<file path="config.mk">
export PLATFORM = sky130hd
export DESIGN_NAME = mdio_master
export DESIGN_NICKNAME = d
export VERILOG_FILES = /design/src/rtl/mdio_pkg.sv /design/src/rtl/mdio_clkgen.sv /design/src/rtl/mdio_engine.sv /design/src/rtl/mdio_master.sv
export SDC_FILE = /design/constraint.sdc
export NUM_CORES = 1
export LEC_CHECK = 0
export ABC_CLOCK_PERIOD_IN_PS = 2600
export CELL_PAD_IN_SITES_DETAIL_PLACEMENT = 1
export CELL_PAD_IN_SITES_GLOBAL_PLACEMENT = 1
export CORE_ASPECT_RATIO = 0.8
export CORE_MARGIN = 4
export CORE_UTILIZATION = 30
export CTS_CLUSTER_DIAMETER = 150
export CTS_CLUSTER_SIZE = 8
export DETAILED_ROUTE_END_ITERATION = 6
export DONT_BUFFER_PORTS = 1
export HOLD_SLACK_MARGIN = 0.12
export PLACE_DENSITY_LB_ADDON = 0.1
export SLEW_MARGIN = 20
export SYNTH_ARGS = -nofsm -noshare
export SYNTH_HDL_FRONTEND = slang
export SYNTH_SLANG_ARGS = --single-unit
</file>
<file path="constraint.sdc">
create_clock -name clk -period 2.6 [get_ports clk]
set_input_delay 0.65 -clock clk [delete_from_list [all_inputs] [get_ports clk]]
set_output_delay 0.65 -clock clk [all_outputs]
set_load 0.005 [all_outputs]
</file>
<file path="src/rtl/mdio_pkg.sv">
package mdio_pkg;
    localparam int REG_W          = 32;
    localparam int FRAME_LEN      = 32;
    localparam int PRE_LEN        = 32;
    localparam int IDX_W          = $clog2(FRAME_LEN + PRE_LEN);
    localparam int CTRL_OFS       = 0;
    localparam int DATA_OFS       = 4;
    localparam int PRE_BIT        = 7;
    localparam int BUSY_BIT       = 8;
    localparam int RD_W           = 16;
    // frame positions counted from the first command bit (bit 31)
    localparam int RELEASE_POS    = 14;
    localparam int SAMPLE_POS     = 16;
    localparam logic [1:0] OP_READ = 2'b10;
endpackage

</file>
<file path="src/rtl/mdio_clkgen.sv">
module mdio_clkgen #(
    parameter int DIV_W = 7
) (
    input  logic             clk,
    input  logic             rst_n,
    input  logic             run,
    input  logic [DIV_W-1:0] div,
    output logic             mdc,
    output logic             rise_stb,
    output logic             fall_stb
);
    typedef struct packed {
        logic [DIV_W-1:0] cnt;
        logic             mdc;
    } cg_t;

    cg_t st_d, st_q;

    always_comb begin
        st_d     = st_q;
        rise_stb = 1'b0;
        fall_stb = 1'b0;
        if (!run) begin
            st_d.cnt = '0;
            st_d.mdc = 1'b0;
        end else if (st_q.cnt == div) begin
            st_d.cnt = '0;
            st_d.mdc = ~st_q.mdc;
            rise_stb = ~st_q.mdc;
            fall_stb = st_q.mdc;
        end else begin
            st_d.cnt = st_q.cnt + 1'b1;
        end
    end

    always_ff @(posedge clk) begin
        if (!rst_n) st_q <= '0;
        else        st_q <= st_d;
    end

    assign mdc = st_q.mdc;
endmodule

</file>
<file path="src/rtl/mdio_engine.sv">
module mdio_engine
    import mdio_pkg::*;
(
    input  logic             clk,
    input  logic             rst_n,
    input  logic             start,
    input  logic [REG_W-1:0] cmd,
    input  logic             pre_en,
    input  logic             rise_stb,
    input  logic             fall_stb,
    input  logic             mdio_i,
    output logic             busy,
    output logic             done,
    output logic             rd_valid,
    output logic [RD_W-1:0]  rd_data,
    output logic             mdio_o,
    output logic             mdio_oe
);
    localparam logic [IDX_W-1:0] PRE_OFS = IDX_W'(PRE_LEN);

    typedef struct packed {
        logic             busy;
        logic             pre;
        logic [REG_W-1:0] cmd;
        logic [IDX_W-1:0] idx;
        logic [RD_W-1:0]  cap;
    } eng_t;

    eng_t st_d, st_q;

    logic [IDX_W-1:0] last_idx;
    logic [IDX_W-1:0] fpos;
    logic [4:0]       bit_sel;
    logic             in_pre;
    logic             is_read;
    logic             released;

    always_comb begin
        last_idx = st_q.pre ? IDX_W'(PRE_LEN + FRAME_LEN - 1) : IDX_W'(FRAME_LEN - 1);
        in_pre   = st_q.pre && (st_q.idx < PRE_OFS);
        fpos     = st_q.idx - (st_q.pre ? PRE_OFS : '0);
        bit_sel  = 5'd31 - fpos[4:0];
        is_read  = (st_q.cmd[29:28] == OP_READ);
        released = is_read && !in_pre && (fpos >= IDX_W'(RELEASE_POS));
    end

    always_comb begin
        st_d = st_q;
        done = 1'b0;
        if (!st_q.busy) begin
            if (start) begin
                st_d.busy = 1'b1;
                st_d.pre  = pre_en;
                st_d.cmd  = cmd;
                st_d.idx  = '0;
                st_d.cap  = '0;
            end
        end else begin
            if (rise_stb && is_read && !in_pre && (fpos >= IDX_W'(SAMPLE_POS))) begin
                st_d.cap = {st_q.cap[RD_W-2:0], mdio_i};
            end
            if (fall_stb) begin
                if (st_q.idx == last_idx) begin
                    st_d.busy = 1'b0;
                    done      = 1'b1;
                end else begin
                    st_d.idx = st_q.idx + 1'b1;
                end
            end
        end
    end

    always_ff @(posedge clk) begin
        if (!rst_n) st_q <= '0;
        else        st_q <= st_d;
    end

    assign busy     = st_q.busy;
    assign rd_valid = done && is_read;
    assign rd_data  = st_q.cap;
    assign mdio_o   = !st_q.busy ? 1'b1 : (in_pre ? 1'b1 : st_q.cmd[bit_sel]);
    assign mdio_oe  = st_q.busy && !released;
endmodule

</file>
<file path="src/rtl/mdio_master.sv">
module mdio_master
    import mdio_pkg::*;
#(
    parameter int DIV_W  = 7,
    parameter int ADDR_W = 4
) (
    input  logic              clk,
    input  logic              rst_n,
    input  logic              reg_we,
    input  logic [ADDR_W-1:0] reg_addr,
    input  logic [REG_W-1:0]  reg_wdata,
    output logic [REG_W-1:0]  reg_rdata,
    input  logic              mdio_i,
    output logic              mdc,
    output logic              mdio_o,
    output logic              mdio_oe
);
    typedef struct packed {
        logic [DIV_W-1:0] div;
        logic             pre;
        logic [REG_W-1:0] data;
    } regs_t;

    regs_t st_d, st_q;

    logic             sel_ctrl, sel_data;
    logic             we_ctrl, we_data;
    logic             start;
    logic             busy, eng_done, rd_valid;
    logic [RD_W-1:0]  rd_data;
    logic             rise_stb, fall_stb;
    logic [REG_W-1:0] data_reg;

    assign sel_ctrl = (reg_addr == ADDR_W'(CTRL_OFS));
    assign sel_data = (reg_addr == ADDR_W'(DATA_OFS));
    assign we_ctrl  = reg_we && sel_ctrl;
    assign we_data  = reg_we && sel_data;
    assign start    = we_data && !busy;
    assign data_reg = st_q.data;

    always_comb begin
        st_d = st_q;
        if (we_ctrl) begin
            st_d.div = reg_wdata[DIV_W-1:0];
            st_d.pre = reg_wdata[PRE_BIT];
        end
        if (start) begin
            st_d.data = reg_wdata;
        end else if (rd_valid) begin
            st_d.data[RD_W-1:0] = rd_data;
        end
    end

    always_ff @(posedge clk) begin
        if (!rst_n) st_q <= '0;
        else        st_q <= st_d;
    end

    always_comb begin
        reg_rdata = '0;
        if (sel_ctrl) begin
            reg_rdata[DIV_W-1:0] = st_q.div;
            reg_rdata[PRE_BIT]   = st_q.pre;
            reg_rdata[BUSY_BIT]  = busy;
        end else if (sel_data) begin
            reg_rdata = st_q.data;
        end
    end

    mdio_clkgen #(.DIV_W(DIV_W)) u_clkgen (
        .clk      (clk),
        .rst_n    (rst_n),
        .run      (busy),
        .div      (st_q.div),
        .mdc      (mdc),
        .rise_stb (rise_stb),
        .fall_stb (fall_stb)
    );

    mdio_engine u_engine (
        .clk      (clk),
        .rst_n    (rst_n),
        .start    (start),
        .cmd      (reg_wdata),
        .pre_en   (st_q.pre),
        .rise_stb (rise_stb),
        .fall_stb (fall_stb),
        .mdio_i   (mdio_i),
        .busy     (busy),
        .done     (eng_done),
        .rd_valid (rd_valid),
        .rd_data  (rd_data),
        .mdio_o   (mdio_o),
        .mdio_oe  (mdio_oe)
    );
endmodule

</file>
==> flow_summary.yaml <==
sta:
  hold_viol_final: 0
  slew_headroom_pct: 66.35
  worst_pin_slew_ns: 0.5005
  fin_setup_tns_ns: 0
  setup_violations: 0
  max_freq_mhz: 395.5
  fin_skew_ns: 0.007013
  period_needed_ns: 2.529
  final_max_slew_viol_count: 0
  rsz0062_at_grt: "no"
  min_period_over_period_pct: 97.26
  hold_ws_ns: 0.4398
routing:
  firstDrtPassIters: 4
  drt-vias-per-instance: 4.991
  wl_microns: 13530
  ant_nets: 0
  vias: 3828
  post-route-drc-count: 0
  drt_iter0_markers: 138
  wl_per_cell_microns: 17.64
synth:
  synth_fp_nets: 608
  ys.flop_type: "dfxtp_1"
  ys_ff_latch: 104
  yosys_warnings: 0
  async_flop_share_pct: 0
  synth-edff-count: 0
  netlist_instances: 565
  syn_area_sq_um: 4871
  syn_avg_cell_area_sq_um: 8.621
  post_synth_num_cell_types: 53
  seq_area_frac_synth_pct: 42.74
hold_path:
  min_to: "u_engine.st_q[35]"
  min_path_cells: 2
  hp-start: "reg_wdata[13]"
  hp-class: "in -> reg"
critical_path:
  crit_fanout: 12
  cp.arrival_ns: 1.88
  reg2reg_slack_ns: 0.57
  required_ns: 1.95
  startpoint_type: "flip-flop"
  critPathSlowestCell: "dfxtp_4"
  r2r_start: "u_engine.st_q[21]"
  r2r_cells: 8
  cp_num_buf_inv: 0
  worst_setup_path_end_kind: "output pin"
  critPathMaxStageDelay_ns: 0.43
  crit_chain: "mux2_2, o311a_2, a31oi_2, nand3_2"
  r2r_end: "u_engine.rd_data[7]"
  crit_family: "compound AO/OA/AOI/OAI gates"
  critical_path_class: "reg -> out"
clock_tree:
  clk_pin_slew_worst_paths_ns: 0.07
  clk_root_buffer_cell: "clkbuf_16"
  clk_latency_ns: 0.35
  cts_hold_buf: 0
  cts_htree_levels: 3
  cts_buffers: 9
  cts_tree: "built"
  clockBufferDepth: 2
  cts.sinks: 104
  cts_setup_buffers: 0
pwr:
  leakagePower_nw: 1.762
  power_density_nw_per_um2: 585.2
  total_power_w: 0.003164
  peakVddDrop_mv: 0.2790
cells_and_area:
  drive_above_1_share_pct: 7.609
  largest_reg_flops: 39
  area_delta_synth_final_pct: 11.02
  final_util_pct: 34.11
  num-nets-final: 590
  num_antenna_cells: 0
  nFillCells: 1828
job:
  cap_violations: 0
placed_design:
  dpl.hpwl_microns: 9637
  gp_congestion: 0.7627
  io_buffers: 0
die:
  start_util_pct: 30.73
  core_sq_um: 15850
  die_h_microns: 122.0
  io_pins: 75
  fp.dieW_microns: 150.5
  die_area_sq_um: 18350
  num_rows: 41
global_route:
  grt_start_max_net_pins: 98
  antenna_found_initial: 0
  grt_pass1_vias: 3980
  grt-ovfl-total: 0
  grt_first_pass_wirelength_microns: 21870
  grt_usage_pct: 15.50
run_status:
  outcome: "completed"
## cells in the final DEF (no fill, tap or decap), types with 3 or more instances in the layout
cell type / n
buf_4: 12
a21boi_0: 58
a22o_1: 10
ha_1: 3
nor2b_1: 6
nand2_1: 118
and3_1: 19
mux2i_1: 28
dfxtp_4: 3
clkbuf_1: 3
and2_1: 24
a21oi_1: 19
nor2_1: 24
nor3_1: 3
nand3b_1: 3
nand3_1: 18
o21ai_0: 19
o21a_1: 16
clkbuf_16: 9
dfxtp_1: 101
xnor2_1: 11
## cells in the mapped netlist, types with 3 or more instances
cell	instances	area (sq um)
a2111oi_0	3	26.28
a21boi_0	58	435.4
a21oi_1	19	95.09
a22o_1	10	87.58
and2_1	24	150.1
and3_1	19	118.9
buf_4	3	22.52
clkbuf_1	34	127.6
dfxtp_1	104	2082
ha_1	3	37.54
mux2i_1	28	280.3
nand2_1	118	442.9
nand3_1	19	95.09
nand3b_1	3	22.52
nor2_1	24	90.09
nor2b_1	6	37.54
nor3_1	3	15.01
o21a_1	16	120.1
o21ai_0	19	95.09
xnor2_1	11	96.34
## where the power goes
group	switching [W]	internal (W)	leakage (nW)
clock network	0.000595	0.000871	0.154
registers	0.0000112	0.00161	0.841
logic	0.0000438	0.0000377	0.767
total	0.000650	0.00251	1.76
## worst max-delay path by stage
stage          slack (ns)  cells after the start           end         startpoint
2_1_floorplan        0.25                      3  reg_rdata[0]        reg_addr[1]
3_3_place_gp         0.17                      4        mdio_o  u_engine.st_q[17]
3_5_place_dp         0.18                      4        mdio_o  u_engine.st_q[17]
4_1_cts             0.006                      4        mdio_o  u_engine.st_q[17]
5_1_grt            0.0006                      4        mdio_o  u_engine.st_q[17]
6_report             0.07                      4        mdio_o  u_engine.st_q[17]
## timing repair
action / in CTS / in global routing
hold endpoints to repair: 0 / 0
gates resized for setup: 5 / 4
setup endpoints to repair: 1 / 1
## logic make-up (layout without fill, tap and decap cells)
group / Yosys count / after routing / synth area share (%)
and+or+nand+nor: 235 / 235 / 23.89
AOI/OAI and AO/OA: 135 / 135 / 19.34
DFF: 104 / 104 / 42.74
buffers and inverters: 45 / 32 / 4.469
muxes: 30 / 30 / 6.447
xor gates and xnor gates: 13 / 13 / 2.338
adders and majority gates: 3 / 3 / 0.7707
## stage by stage
stage	instance area (sq um)	std cells	setup slack (ns)
after floorplan	4871	565	0.2531
after global placement	5069	751	0.1716
after detailed placement	5069	751	0.1786
after CTS	5393	767	0.005659
after global routing	5408	767	0.0006455
final	5408	767	0.07135
## routing by layer
metal  vias to the layer above  wire length [microns]  track usage, %
met5                         -                      0               0
met2                        55                   5880           23.69
li1                       1909                      -               -
met4                         0                    171           4.457
met3                        13                    810           4.909
met1                      1851                   6670           21.04
## area by class of cell
cell class	instances	area [sq um]	area share (%)
clock inverter	3	65.06	1.203
clock buffer	13	250.2	4.627
sequential	104	2093	38.71
tap	215	269.0	4.975
multi-input combinational	416	2592	47.94
inverter	2	7.507	0.1388
timing repair buffer	14	130.1	2.406
(Power assumes the default switching activity.)
